[config.mk]
export PLATFORM = sky130hd
export DESIGN_NAME = dram_refresh_seq
export DESIGN_NICKNAME = d
export VERILOG_FILES = /design/src/rtl/drs_pkg.sv /design/src/rtl/drs_timer.sv /design/src/rtl/drs_pend.sv /design/src/rtl/drs_row_ctr.sv /design/src/rtl/drs_fsm.sv /design/src/rtl/dram_refresh_seq.sv
export SDC_FILE = /design/constraint.sdc
export NUM_CORES = 1
export LEC_CHECK = 0
export ABC_AREA = 1
export BUFFER_PORTS_ARGS = -buffer_cell sky130_fd_sc_hd__buf_4
export CELL_PAD_IN_SITES_DETAIL_PLACEMENT = 1
export CELL_PAD_IN_SITES_GLOBAL_PLACEMENT = 1
export CORE_ASPECT_RATIO = 1.2
export CORE_MARGIN = 3
export CORE_UTILIZATION = 45
export DETAILED_ROUTE_END_ITERATION = 10
export GPL_TIMING_DRIVEN = 0
export PLACE_DENSITY = 0.77
export RECOVER_POWER = 100
export SETUP_SLACK_MARGIN = 0.15
export SLEW_MARGIN = 20
export SYNTH_ARGS = -nofsm -noshare
export SYNTH_HDL_FRONTEND = slang
export SYNTH_SLANG_ARGS = --single-unit
export TNS_END_PERCENT = 10
[constraint.sdc]
create_clock -name clk -period 2.33 [get_ports clk]
set_input_delay 0 -clock clk [delete_from_list [all_inputs] [get_ports clk]]
set_output_delay 0 -clock clk [all_outputs]
set_load 0.02 [all_outputs]
[src/rtl/drs_pkg.sv]
package drs_pkg;

    typedef enum logic [2:0] {
        ST_PWRUP = 3'd0,
        ST_IDLE  = 3'd1,
        ST_REQ   = 3'd2,
        ST_SETUP = 3'd3,
        ST_RASLO = 3'd4,
        ST_PRECH = 3'd5
    } drs_state_e;

    function automatic int unsigned drs_max2(input int unsigned a, input int unsigned b);
        return (a > b) ? a : b;
    endfunction

endpackage

[src/rtl/drs_timer.sv]
module drs_timer #(
    parameter int unsigned INIT_WAIT_CYC = 62500,
    parameter int unsigned REFI_CYC      = 2000,
    parameter int unsigned LAPSE_CYC     = 2050000
) (
    input  logic clk,
    input  logic rst_n,
    input  logic init_done,
    input  logic ras_fall,
    output logic pwr_ok,
    output logic refi_tick,
    output logic lapse_hit
);
    localparam int PW = $clog2(INIT_WAIT_CYC + 1);
    localparam int RW = $clog2(REFI_CYC + 1);
    localparam int LW = $clog2(LAPSE_CYC + 1);

    logic [PW-1:0] pwr_cnt;
    logic [RW-1:0] refi_cnt;
    logic [LW-1:0] lapse_cnt;

    assign pwr_ok    = (pwr_cnt == PW'(INIT_WAIT_CYC));
    assign refi_tick = init_done && (refi_cnt == RW'(REFI_CYC - 1));
    assign lapse_hit = init_done && !ras_fall && (lapse_cnt == LW'(LAPSE_CYC - 1));

    // power-up pause counter, stops at its limit
    always_ff @(posedge clk or negedge rst_n) begin
        if (!rst_n) begin
            pwr_cnt <= '0;
        end else if (!pwr_ok) begin
            pwr_cnt <= pwr_cnt + 1'b1;
        end
    end

    // refresh interval, runs only once the memory is ready
    always_ff @(posedge clk or negedge rst_n) begin
        if (!rst_n) begin
            refi_cnt <= '0;
        end else if (!init_done || refi_tick) begin
            refi_cnt <= '0;
        end else begin
            refi_cnt <= refi_cnt + 1'b1;
        end
    end

    // cycles since the last RAS fall, saturating at the lapse limit
    always_ff @(posedge clk or negedge rst_n) begin
        if (!rst_n) begin
            lapse_cnt <= '0;
        end else if (ras_fall || !init_done) begin
            lapse_cnt <= '0;
        end else if (lapse_cnt != LW'(LAPSE_CYC)) begin
            lapse_cnt <= lapse_cnt + 1'b1;
        end
    end
endmodule

[src/rtl/drs_pend.sv]
module drs_pend #(
    parameter int unsigned MAX_PEND = 8,
    localparam int PEND_W = $clog2(MAX_PEND + 1)
) (
    input  logic              clk,
    input  logic              rst_n,
    input  logic              tick,
    input  logic              clr,
    output logic [PEND_W-1:0] pend
);
    logic [PEND_W-1:0] pend_d;

    always_comb begin
        pend_d = clr ? '0 : pend;
        if (tick && (pend_d != PEND_W'(MAX_PEND))) begin
            pend_d = pend_d + 1'b1;
        end
    end

    always_ff @(posedge clk or negedge rst_n) begin
        if (!rst_n) begin
            pend <= '0;
        end else begin
            pend <= pend_d;
        end
    end
endmodule

[src/rtl/drs_row_ctr.sv]
module drs_row_ctr #(
    parameter int unsigned ROW_W = 10
) (
    input  logic             clk,
    input  logic             rst_n,
    input  logic             adv,
    output logic [ROW_W-1:0] row
);
    always_ff @(posedge clk or negedge rst_n) begin
        if (!rst_n) begin
            row <= '0;
        end else if (adv) begin
            row <= row + 1'b1;
        end
    end
endmodule

[src/rtl/drs_fsm.sv]
module drs_fsm
    import drs_pkg::*;
#(
    parameter int unsigned T_CSR    = 2,
    parameter int unsigned T_CHR    = 2,
    parameter int unsigned T_RAS    = 8,
    parameter int unsigned T_RP     = 6,
    parameter int unsigned WAKE_CNT = 8,
    parameter int unsigned MAX_PEND = 8,
    parameter bit          RAS_ONLY = 1'b0,
    localparam int PEND_W  = $clog2(MAX_PEND + 1),
    localparam int BURST_W = $clog2(drs_max2(MAX_PEND, WAKE_CNT) + 1),
    localparam int TW      = $clog2(drs_max2(drs_max2(T_CSR, T_RAS), T_RP) + 1)
) (
    input  logic              clk,
    input  logic              rst_n,
    input  logic              pwr_ok,
    input  logic [PEND_W-1:0] pend,
    input  logic              lapse_hit,
    input  logic              ref_gnt,
    output logic              ref_req,
    output logic              strobe_own,
    output logic              ras_n,
    output logic              cas_all_n,
    output logic              addr_oe,
    output logic              init_done,
    output logic              pend_clr,
    output logic              ras_fall,
    output logic              row_adv
);
    drs_state_e         state_q, state_d;
    logic [TW-1:0]      tcnt_q;
    logic [BURST_W-1:0] burst_q;
    logic               wake_q;
    logic               done_q;
    logic               setup_end, raslo_end, prech_end, last_cyc;

    assign setup_end = (tcnt_q == TW'(T_CSR - 1));
    assign raslo_end = (tcnt_q == TW'(T_RAS - 1));
    assign prech_end = (tcnt_q == TW'(T_RP - 1));
    assign last_cyc  = (burst_q == BURST_W'(1));
    assign init_done = done_q;

    // next state
    always_comb begin
        state_d = state_q;
        unique case (state_q)
            ST_PWRUP: if (pwr_ok) state_d = ST_IDLE;
            ST_IDLE:  if (((pend != '0) || wake_q) && !ref_gnt) state_d = ST_REQ;
            ST_REQ:   if (ref_gnt) state_d = ST_SETUP;
            ST_SETUP: if (setup_end) state_d = ST_RASLO;
            ST_RASLO: if (raslo_end) state_d = ST_PRECH;
            ST_PRECH: if (prech_end) state_d = last_cyc ? ST_IDLE : ST_SETUP;
            default:  state_d = ST_PWRUP;
        endcase
    end

    // state register
    always_ff @(posedge clk or negedge rst_n) begin
        if (!rst_n) begin
            state_q <= ST_PWRUP;
        end else begin
            state_q <= state_d;
        end
    end

    // phase timer, burst length, wake-up and ready flags
    always_ff @(posedge clk or negedge rst_n) begin
        if (!rst_n) begin
            tcnt_q  <= '0;
            burst_q <= '0;
            wake_q  <= 1'b1;
            done_q  <= 1'b0;
        end else begin
            tcnt_q <= (state_d != state_q) ? '0 : tcnt_q + 1'b1;
            if (pend_clr) begin
                if (wake_q && (BURST_W'(pend) < BURST_W'(WAKE_CNT))) begin
                    burst_q <= BURST_W'(WAKE_CNT);
                end else begin
                    burst_q <= BURST_W'(pend);
                end
            end else if ((state_q == ST_PRECH) && prech_end) begin
                burst_q <= burst_q - 1'b1;
            end
            if (pend_clr) wake_q <= 1'b0;
            if (lapse_hit) wake_q <= 1'b1;
            if ((state_q == ST_PRECH) && prech_end && last_cyc) done_q <= 1'b1;
        end
    end

    // outputs
    always_comb begin
        ref_req    = 1'b0;
        strobe_own = 1'b0;
        ras_n      = 1'b1;
        cas_all_n  = 1'b1;
        addr_oe    = 1'b0;
        unique case (state_q)
            ST_PWRUP, ST_IDLE: ;
            ST_REQ: ref_req = 1'b1;
            ST_SETUP: begin
                ref_req    = 1'b1;
                strobe_own = 1'b1;
                cas_all_n  = RAS_ONLY;
                addr_oe    = RAS_ONLY;
            end
            ST_RASLO: begin
                ref_req    = 1'b1;
                strobe_own = 1'b1;
                ras_n      = 1'b0;
                cas_all_n  = RAS_ONLY || (tcnt_q >= TW'(T_CHR));
                addr_oe    = RAS_ONLY;
            end
            ST_PRECH: begin
                ref_req    = 1'b1;
                strobe_own = 1'b1;
            end
            default: ;
        endcase
    end

    assign pend_clr = (state_q == ST_REQ) && ref_gnt;
    assign ras_fall = (state_q == ST_SETUP) && setup_end;
    assign row_adv  = RAS_ONLY && (state_q == ST_RASLO) && raslo_end;
endmodule

[src/rtl/dram_refresh_seq.sv]
module dram_refresh_seq
    import drs_pkg::*;
#(
    parameter int unsigned CAS_LINES     = 4,
    parameter int unsigned ROW_W         = 10,
    parameter bit          RAS_ONLY      = 1'b0,
    parameter int unsigned INIT_WAIT_CYC = 62500,
    parameter int unsigned REFI_CYC      = 2000,
    parameter int unsigned LAPSE_CYC     = 2050000,
    parameter int unsigned MAX_PEND      = 8,
    parameter int unsigned WAKE_CNT      = 8,
    parameter int unsigned T_CSR         = 2,
    parameter int unsigned T_CHR         = 2,
    parameter int unsigned T_RAS         = 8,
    parameter int unsigned T_RP          = 6
) (
    input  logic                 clk,
    input  logic                 rst_n,
    input  logic                 ref_gnt,
    output logic                 ref_req,
    output logic                 strobe_own,
    output logic                 ras_n,
    output logic [CAS_LINES-1:0] cas_n,
    output logic                 we_n,
    output logic [ROW_W-1:0]     row_addr,
    output logic                 row_addr_oe,
    output logic                 init_done
);
    localparam int PEND_W = $clog2(MAX_PEND + 1);

    logic              pwr_ok, refi_tick, lapse_hit;
    logic              pend_clr, ras_fall, row_adv;
    logic              cas_all_n, addr_oe;
    logic [PEND_W-1:0] pend;
    logic [ROW_W-1:0]  row_q;

    drs_timer #(
        .INIT_WAIT_CYC(INIT_WAIT_CYC),
        .REFI_CYC     (REFI_CYC),
        .LAPSE_CYC    (LAPSE_CYC)
    ) u_timer (
        .clk      (clk),
        .rst_n    (rst_n),
        .init_done(init_done),
        .ras_fall (ras_fall),
        .pwr_ok   (pwr_ok),
        .refi_tick(refi_tick),
        .lapse_hit(lapse_hit)
    );

    drs_pend #(.MAX_PEND(MAX_PEND)) u_pend (
        .clk  (clk),
        .rst_n(rst_n),
        .tick (refi_tick),
        .clr  (pend_clr),
        .pend (pend)
    );

    drs_fsm #(
        .T_CSR   (T_CSR),
        .T_CHR   (T_CHR),
        .T_RAS   (T_RAS),
        .T_RP    (T_RP),
        .WAKE_CNT(WAKE_CNT),
        .MAX_PEND(MAX_PEND),
        .RAS_ONLY(RAS_ONLY)
    ) u_fsm (
        .clk       (clk),
        .rst_n     (rst_n),
        .pwr_ok    (pwr_ok),
        .pend      (pend),
        .lapse_hit (lapse_hit),
        .ref_gnt   (ref_gnt),
        .ref_req   (ref_req),
        .strobe_own(strobe_own),
        .ras_n     (ras_n),
        .cas_all_n (cas_all_n),
        .addr_oe   (addr_oe),
        .init_done (init_done),
        .pend_clr  (pend_clr),
        .ras_fall  (ras_fall),
        .row_adv   (row_adv)
    );

    drs_row_ctr #(.ROW_W(ROW_W)) u_row (
        .clk  (clk),
        .rst_n(rst_n),
        .adv  (row_adv),
        .row  (row_q)
    );

    for (genvar i = 0; i < CAS_LINES; i++) begin : g_cas
        assign cas_n[i] = cas_all_n;
    end

    assign row_addr    = addr_oe ? row_q : '0;
    assign row_addr_oe = addr_oe;
    assign we_n        = 1'b1;
endmodule

# [Word-level counts from Yosys, hierarchy flattened]
# Cells that the tools add are included.
[word_totals] register_bits=65 output_inout_bits=20
[op_classes] addsub=6 order_cmp=2 eq_ne=15 n_mux=23 reduce_logical=23
[op_table] operator="$mux 21" count=2
[op_table] operator="$mux 4" count=6
[op_table] operator="$add 21x1->21 const B" count=1
[op_table] operator="$eq 21x21->1 const B" count=1
[op_table] operator="$ne 21x21->1 const B" count=1
[op_table] operator="$mux 3" count=6
[op_table] operator="$pmux 3 s6" count=1
[op_table] operator="$add 16x1->16 const B" count=1
[op_table] operator="$eq 16x16->1 const B" count=1
[op_table] operator="$add 11x1->11 const B" count=1
[op_table] operator="$eq 11x11->1 const B" count=1
[op_table] operator="$mux 11" count=1
[op_table] operator="$logic_and 1x1->1" count=10
[op_table] operator="$add 4x1->4 const B" count=2
[op_table] operator="$eq 4x1->1 const B" count=2
[op_table] operator="$eq 4x3->1 const B" count=2
[op_table] operator="$eq 3x2->1 const B" count=2
[op_table] operator="$eq 3x3->1 const B" count=2
[op_table] operator="$reduce_bool 2->1" count=3
[op_table] operator="$mux 1" count=5
[op_table] operator="$ge 4x2->1 const B" count=1
[op_table] operator="$lt 4x4->1 const B" count=1
[op_table] operator="$ne 4x4->1 const B" count=1
[op_table] operator="$reduce_bool 4->1" count=1
[op_table] operator="other kinds (10)" count=14

# [Longest topological paths before layout]
# Gate-level depths: netlist of the first run.
[logic_depth] depth_word=7 depth_mapped=12 depth_no_buf=12

# [Modules after synthesis]
# Synthesis of the first run repeated with hierarchy kept, for this count alone.
[hier_totals] cells_unflattened=621 hier_area_um2=4654.5
[by_module_without_submodules] module="drs_timer" instances=1 cells_each=389 area_per_inst_um2=2916.5 seq_area_each_um2=1201.2
[by_module_without_submodules] module="drs_fsm" instances=1 cells_each=111 area_per_inst_um2=853.3 seq_area_each_um2=326.6
[by_module_without_submodules] module="drs_row_ctr" instances=1 cells_each=56 area_per_inst_um2=494.2 seq_area_each_um2=250.2
[by_module_without_submodules] module="drs_pend" instances=1 cells_each=38 area_per_inst_um2=262.8 seq_area_each_um2=100.1
[by_module_without_submodules] module="dram_refresh_seq" instances=1 cells_each=27 area_per_inst_um2=127.6 seq_area_each_um2=0.0

# [Worst setup path after synthesis of the first run]
# Ideal clock, no wire load.
[synth_path] kind="register -> register" start="register u_fsm.state_q[2]" end="register u_pend.pend[1]" setup_time_ns=0.118 arrival_ns=1.522 path_slack_ns=0.690 path_stages_with_launch=13 path_buffers=1 cell_sequence="dfrtp_1 inv_2 nand4_2 inv_2 buf_6 nor2_1 inv_1 ha_1 nand3_1 nand2_2 inv_1 nand2_1 o21ai_2"
[synth_between] elab_chain_len=6 word_cells_on_any_way=7 classes_between="add/sub (1); eq/ne (2); mux (2); reduce/logical (2)"
[synth_rtl] item="start, declared" line_no="drs_fsm.sv:31" source="drs_state_e state_q, state_d;"
[synth_rtl] item="start signal, assigned" line_no="drs_fsm.sv:63" source="state_q <= state_d;"
[synth_rtl] item="$eq 3x2->1 (*)" line_no="drs_fsm.sv:122" source="assign pend_clr = (state_q == ST_REQ) && ref_gnt;"
[synth_rtl] item="$logic_and 1x1->1 (*)" line_no="drs_fsm.sv:122"
[synth_rtl] item="$mux 4 (*)" line_no="drs_pend.sv:14" source="pend_d = clr ? '0 : pend;"
[synth_rtl] item="branches (longest 2 deep; another with $add 4x1->4)"
[synth_rtl] item="$mux 4 (*)" line_no="drs_pend.sv:15" source="if (tick && (pend_d != PEND_W'(MAX_PEND))) begin"
[synth_rtl] item="named net u_pend.pend_d[1]" line_no="drs_pend.sv:11" source="logic [PEND_W-1:0] pend_d;"
[synth_rtl] item="end signal, assigned" line_no="drs_pend.sv:24" source="pend <= pend_d;"
[synth_rtl] item="end, declared" line_no="drs_pend.sv:9" source="output logic [PEND_W-1:0] pend"
# Mark *: on every way through the listed nets, which the timed path passes.
# A chain may end at the register's enable or synchronous reset.

# [Worst setup path after layout of the first run]
[layout_path] start="register u_fsm.state_q[0]" end="output port cas_n[1]"
[layout_between] elab_chain_len=2 word_cells_on_any_way=3 classes_between="eq/ne (2); mux (1)"
[layout_rtl] item="$eq 3x3->1 / $eq 3x2->1 (equally long branches)" line_no="drs_fsm.sv:98" source="unique case (state_q)"
[layout_rtl] item="$pmux 1 s2 (*)" line_no="drs_fsm.sv:98"
[layout_rtl] item="end, declared" line_no="dram_refresh_seq.sv:23" source="output logic [CAS_LINES-1:0] cas_n,"
# Every way passes the cells marked *; elsewhere a longest branch is shown, timed or not.

==> metrics.txt, run 1 <==
Layout fillers 1002; setup_tns 0 ns; Post-synth EDFFs 0; CP max stage cell dfrtp_1; Switching Power 462.5 µW; DIE AREA 9397 µm²; clock latency at the later pin of the worst-skew pair 0.34 ns; Worst-path clk slew 0.08 ns; Internal Power 1666 µW; Sw Ratio 21.72%; final setup violation count 0; GRT Util Overall 19.93%; Nets 505; worst min path class input port to register; Max stage delay on crit path 0.45 ns; CP Buf/Inv Count 3; vias per cell 5.099; ys async rst share 100.0%; core area 7839 µm²; maximum vdd drop 0.2995 mV; sequential share of power 53.0%; Arr. time, crit path 2.02 ns; Worst Clk Skew 0.01575 ns; Initial DRT Pass Iterations 4; reg-to-reg slack, setup 0.38 ns; Die H 105.6 µm; # rows 35; CTS root buf clkbuf_8; maximum capacitance violations 1; Logic pwr share 2.8%; first-pass GRT wire length 14.89 mm; crit path max fanout 6; Max-slew headroom -9.203%; WS Path Type register to primary output; Period minus WS final 2.024 ns; Tcrit/Tclk final 86.86%; Static Leakage 0.001907 µW; routability cong. 0.8002; Iter 0 DRT Violations 59; area delta synth->final 9.284%; worst path cell trace inv_1 -> nand2_1 -> nor2_1 -> o41ai_1 -> o21ai_0 -> buf_4 -> clkbuf_1; Syn Std Cell Area 3720 µm²; total number of vias 2993; Ports 23; Setup crit end kind primary output; Worst setup SP type register; pin count of the biggest net entering global routing 66; Max Freq 0.4941 GHz; PwrDens 523.7 nW/µm²; Final Max Tran Viols 66; status finished, violations left; distinct cell type count of the synthesized netlist 38; register area 1629 µm²; Cells after Synth 458; share of cells above drive strength 1 10.51%; pre-CTS setup slack 0.3753 ns; Req. time, crit path 2.33 ns; # diodes 0; clock share of power 44.2%; post-synthesis sequential area ratio 43.76%; Residual DRC 0; post-route setup slack 0.3063 ns; Starting Density 47.45%; post-route ant nets 0; Slew @ Worst Pin 1.638 ns; GR Overflow Total 0; vias in the first global route 3166; endpoints failing hold 0; Top FF cell, synth dfrtp_1; synthesis-stage register bit count 65; sink count of the clock tree 65; commonest non-fill, non-tap cells in the layout 91 x nand2_1, 63 x dfrtp_1, 61 x inv_1, 58 x nor2_1, 29 x nand3_1; area of the multi-input gates 1684 µm²; number of CTS-inserted buffers 9; Synth Area per Inst 8.122 µm²; Top delay family on crit path buffers and inverters; post-CTS setup buffers 0; Routed WL 8.440 mm; TritonCTS clock tree yes; PortBufs 10; Die Wd 89.00 µm; leading cell type in the layout, fill and taps excluded nand2_1; initial antenna violation count 0; Warnings, synthesis 0; RSZ-0062 raised after global routing false; wire per inst 14.38 µm; clk buf depth 2; failing checks capacitance limit, slew limit; CTS H-Tree Depth 3; half-perimeter wire length after placement 6.239 mm
## worst paths after layout
kind / start / end / depth (start not counted)
hold / removal: ref_gnt / u_fsm.state_q[0]$_DFF_PN0_ / 5
hold reg to reg: u_timer.refi_cnt[0]$_DFF_PN0_ / u_timer.refi_cnt[0]$_DFF_PN0_ / 1
max in group asynchronous: rst_n / u_fsm.state_q[2]$_DFF_PN0_ / 2
setup reg to reg: u_timer.lapse_cnt[0]$_DFFE_PN0P_ / u_timer.lapse_cnt[20]$_DFFE_PN0P_ / 9
min in group asynchronous: rst_n / u_fsm.tcnt_q[0]$_DFF_PN0_ / 2
setup / recovery: u_fsm.state_q[0]$_DFF_PN0_ / cas_n[1] / 7
## cell type report
type,instances,share of cell area [%]
Inverter,63,5.817
Buffer,19,3.632
Sequential cell,65,40.07
Tap cell,92,2.832
Timing Repair Buffer,11,1.570
Clock buffer,13,3.663
Multi-Input combinational cell,321,41.43
Clock inverter,3,0.9849
## cells in the mapped netlist, types with 4 or more instances
cell type | n | area (µm²)
a21oi_1 | 17 | 85.08
buf_4 | 16 | 120.1
dfrtp_1 | 64 | 1602
ha_1 | 12 | 150.1
inv_1 | 57 | 214.0
inv_2 | 6 | 22.52
nand2_1 | 87 | 326.6
nand2_2 | 5 | 31.28
nand3_1 | 28 | 140.1
nand3_2 | 4 | 40.04
nand4_1 | 14 | 87.58
nor2_1 | 49 | 183.9
nor2_2 | 8 | 50.05
nor3_1 | 10 | 50.05
nor4_1 | 4 | 25.02
o21ai_0 | 23 | 115.1
xnor2_1 | 12 | 105.1
xor2_1 | 11 | 96.34
## power groups by stage
stage	clock, µW	sequential [µW]	combinational [µW]
final	941	1130	59.7
after detailed placement	0	1150	59.7
after CTS	976	1130	61.0
after global routing	1030	1130	67.4
after global placement	0	1150	59.8
after floorplan	0	1150	33.1
## state kept, by name, summed over array words and instances (netlist names)
| signal | flops |
|---|---|
| u_fsm.tcnt_q | 4 |
| u_fsm.wake_q | 1 |
| u_timer.pwr_cnt | 16 |
| u_fsm.state_q | 3 |
| u_pend.pend | 4 |
| u_timer.lapse_cnt | 21 |
| u_timer.refi_cnt | 11 |
| u_fsm.burst_q | 4 |
| u_fsm.init_done | 1 |
## stage by stage
step / utilization, % / std cells / hold WS [ns] / cell area, µm² / total power [µW]
6_report: 51.86 / 587 / 0.06628 / 4065 / 2129
5_1_grt: 51.86 / 587 / 0.08767 / 4065 / 2226
4_1_cts: 52.90 / 587 / 0.06934 / 4146 / 2165
3_5_place_dp: 50.36 / 570 / 0.1565 / 3948 / 1209
3_3_place_gp: 50.36 / 570 / 0.1626 / 3948 / 1209
2_1_floorplan: - / 468 / -0.2956 / 3757 / 1183
## worst reg2reg max path: cells and delay by family, from the launching register on
kind | cells | cell delay [ns]
AND/OR/NAND/NOR | 7 | 1.05
flip-flops | 1 | 0.43
adder cells (fa/ha/maj) | 1 | 0.20
XOR/XNOR | 1 | 0.16
## what timing repair did
item | 4_1_cts | 5_1_grt
resized for setup | 0 | 2
hold endpoints to repair | 64 | 0
endpoints found under the setup margin | 0 | 3
hold buffers | 1 | 0
## kinds of logic (layout without fill, tap and decap cells)
family	count (synthesis)	count (layout)	share of synthesized area, %
AO/OA/AOI/OAI	53	53	7.770
XOR/XNOR	23	23	5.415
adder cells (fa/ha/maj)	12	12	4.036
buffers and inverters	82	109	10.33
flip-flops	65	65	43.76
other	2	12	0.2019
AND/OR/NAND/NOR	221	221	28.49
## routing by layer
layer	GRT usage (%)	up-vias	wire, µm	share of wire [%]
li1	-	1511	-	-
met1	25.57	1449	3835	45
met2	33.33	20	4329	51
met3	3.049	13	133	1.6
met4	7.447	0	141	1.7
met5	0	-	0	0
No activity file was read; power rests on OpenSTA's default activity.
==> inputs of run 2 (changes only) <==
--- a/config.mk
+++ b/config.mk
@@ -14,11 +14,12 @@
 export CORE_UTILIZATION = 45
 export DETAILED_ROUTE_END_ITERATION = 10
 export GPL_TIMING_DRIVEN = 0
-export PLACE_DENSITY = 0.77
+export PLACE_DENSITY = 0.78
 export RECOVER_POWER = 100
 export SETUP_SLACK_MARGIN = 0.15
 export SLEW_MARGIN = 20
 export SYNTH_ARGS = -nofsm -noshare
 export SYNTH_HDL_FRONTEND = slang
+export SYNTH_HIERARCHICAL = 1
 export SYNTH_SLANG_ARGS = --single-unit
 export TNS_END_PERCENT = 10
==> run 2 against run 1 <==
Effect of this change: the run now ends clean; maximum frequency shrank 2.0%; sequential power increased by 49%; clock power grew 72%; core utilization increased by 0.32 points; non-clock buffer count decreased by 3; sequential share of layout area shrank 4.3 points; cell count up 33%; highest routed layer unchanged.
==> metrics.txt, run 2 <==
Die H 117.4 µm; CTS H-Tree Depth 3; GRT Util Overall 20.96%; Initial DRT Pass Iterations 4; PortBufs 10; Arr. time, crit path 2.28 ns; vias per cell 5.204; share of cells above drive strength 1 14.37%; largest reg by FF count u_timer/lapse_cnt; Synth top area share 39.78%; TritonCTS clock tree yes; Die Wd 98.84 µm; Period minus WS final 2.065 ns; post-synthesis sequential area ratio 40.35%; pre-CTS setup slack 0.3247 ns; Req. time, crit path 2.55 ns; setup_tns 0 ns; Top Registers u_timer/lapse_cnt x21, u_timer/pwr_cnt x16, u_timer/refi_cnt x11; crit path max fanout 8; Slew @ Worst Pin 0.9903 ns; half-perimeter wire length after placement 8.383 mm; CTS root buf clkbuf_16; Post-synth top cells 144 x nand2_1, 88 x inv_1, 80 x nor2_1, 74 x dfrtp_1, 48 x nand3_1; area delta synth->final 12.77%; Worst setup SP type register; total number of vias 4059; sink count of the clock tree 75; Synth area leaders dfrtp_1 40%, nand2_1 12%, inv_1 7.1%; Internal Power 2979 µW; Synth Area per Inst 7.495 µm²; Sw Ratio 33.05%; Max-slew headroom 33.98%; Routed WL 11.69 mm; GR Overflow Total 0; Iter 0 DRT Violations 105; Layout fillers 1288; Compound-Gate Fraction of Synth Area 5.161%; Post-synth EDFFs 0; sequential share of power 37.7%; distinct cell type count of the synthesized netlist 38; post_cts resized 0; Worst-path clk slew 0.06 ns; post-route ant nets 0; reg-to-reg slack, setup 0.27 ns; pin count of the biggest net entering global routing 76; most frequent cell after synthesis nand2_1; maximum capacitance violations 0; Ports 23; Static Leakage 0.002409 µW; post-route setup slack 0.2651 ns; leading cell type in the layout, fill and taps excluded nand2_1; Tcrit/Tclk final 88.62%; Logic pwr share 25.9%; worst min path class input port to register; Final Max Tran Viols 0; Synth area leader dfrtp_1; vias in the first global route 4296; Nets 666; clock latency at the later pin of the worst-skew pair 0.34 ns; core area 10060 µm²; PwrDens 847.8 nW/µm²; post-synthesis adder-cell area fraction 3.495%; Worst Clk Skew 0.005999 ns; Warnings, synthesis 6; endpoints failing hold 0; Setup crit end kind register; RSZ-0062 raised after global routing false; maximum vdd drop 0.4521 mV; DP Cell Count 758; synthesis-stage register bit count 75; Top FF cell, synth dfrtp_1; final setup violation count 0; largest family of logic cells by synthesized area simple AND/OR/NAND/NOR gates; Residual DRC 0; max FFs per register 21; clock share of power 36.4%; post-synthesis xor/xnor area fraction 5.457%; status completed; # diodes 0; routability cong. 0.8206; post-synthesis mux area share 0.2419%; simple logic cell fraction of the synthesized area 35.67%; commonest non-fill, non-tap cells in the layout 145 x nand2_1, 88 x inv_1, 80 x nor2_1, 74 x dfrtp_1, 49 x nand3_1; wire per inst 14.98 µm; first-pass GRT wire length 20.07 mm; initial antenna violation count 0; # rows 40; WS Path Type register to register; DIE AREA 11600 µm²; Syn Std Cell Area 4654 µm²; Switching Power 1471 µW; final non-filler cell total 780; clk buf depth 2; Starting Density 46.27%; ys async rst share 100.0%; Max Freq 0.4843 GHz; Cells after Synth 621; number of CTS-inserted buffers 9
==> run 2: cell types whose count changed in the layout (fill, tap and decap cells not counted), sizes merged, moves of 5 or more <==
cell / previous run / this run
a21oi: 17 / 11
clkbuf: 20 / 14
conb: 12 / 3
dfrtp: 64 / 74
inv: 63 / 95
nand2: 92 / 156
nand3: 32 / 53
nand4: 15 / 21
nor2: 61 / 107
o21ai: 26 / 19
xnor2: 12 / 7
xor2: 11 / 22
==> run 2: layer usage <==
metal  wire (µm)  track usage [%]
met2        6263            37.52
met3         294            2.439
met5           0                0
met4         150            8.027
met1        4977            25.32
==> run 2: cell families (layout without fill, tap and decap cells) <==
logic type,after synthesis,count (layout)
AOI/OAI and AO/OA,42,42
xor gates and xnor gates,29,29
adders and majority gates,13,13
buffers and inverters,106,138
DFF,75,75
muxes,1,1
other,2,3
and+or+nand+nor,353,353
==> run 2: timing repair <==
| action | in CTS | in global routing |
|---|---|---|
| endpoints found under the setup margin | 0 | 4 |
| hold buffers | 1 | 0 |
| setup buffers | 0 | 6 |
| hold endpoints to repair | 74 | 0 |
==> run 2: final timing paths <==
check,to,depth (start not counted),start
max in group asynchronous,u_timer/lapse_cnt[11]$_DFFE_PN0P_,2,rst_n
worst min register to register,u_timer/lapse_cnt[6]$_DFFE_PN0P_,1,u_timer/lapse_cnt[6]$_DFFE_PN0P_
min in group asynchronous,u_row/row[8]$_DFFE_PN0P_,2,rst_n
worst max register to register,u_pend/pend[3]$_DFF_PN0_,11,u_fsm/state_q[2]$_DFF_PN0_
worst min-delay path,u_fsm/state_q[1]$_DFF_PN0_,4,ref_gnt
worst max-delay path,u_pend/pend[3]$_DFF_PN0_,11,u_fsm/state_q[2]$_DFF_PN0_
==> run 2: metrics by stage <==
stage	power [µW]	instance area, µm²	hold WS (ns)	utilization [%]
after floorplan	2468	4658	-0.2956	-
after global placement	2742	4891	0.2258	48.62
after detailed placement	2806	4891	0.2297	48.62
after CTS	4478	5243	0.05406	52.11
after global routing	4723	5249	0.1080	52.18
final	4450	5249	0.09987	52.18
==> run 2: critical path, cell delays in order, from the launching register on <==
cell and delay (ns):
dfrtp_1 0.46, inv_1 0.10, nand2_1 0.13, nor3_4 0.37
inv_2 0.10, nand2_1 0.14, ha_1 0.17, inv_1 0.05
nor2_1 0.13, nand2_2 0.12, nand4_1 0.11, nand2_1 0.07
==> run 2: power by group through the flow <==
stage / Clock [µW] / Combinational, µW / Sequential (µW)
2_1_floorplan: 0 / 825 / 1640
3_3_place_gp: 0 / 1060 / 1680
3_5_place_dp: 0 / 1110 / 1700
4_1_cts: 1660 / 1140 / 1680
5_1_grt: 1720 / 1300 / 1710
6_report: 1620 / 1150 / 1680
==> run 2: area by class of cell <==
| cell class | instances | area, µm² | share of cell area, % |
|---|---|---|---|
| Clock inverter | 4 | 98.84 | 1.883 |
| Buffer | 10 | 80.08 | 1.526 |
| Inverter | 96 | 360.3 | 6.865 |
| Tap cell | 126 | 157.7 | 3.004 |
| Sequential cell | 75 | 1878 | 35.78 |
| Timing Repair Buffer | 17 | 118.9 | 2.265 |
| Clock buffer | 11 | 242.7 | 4.625 |
| Multi-Input combinational cell | 441 | 2312 | 44.05 |
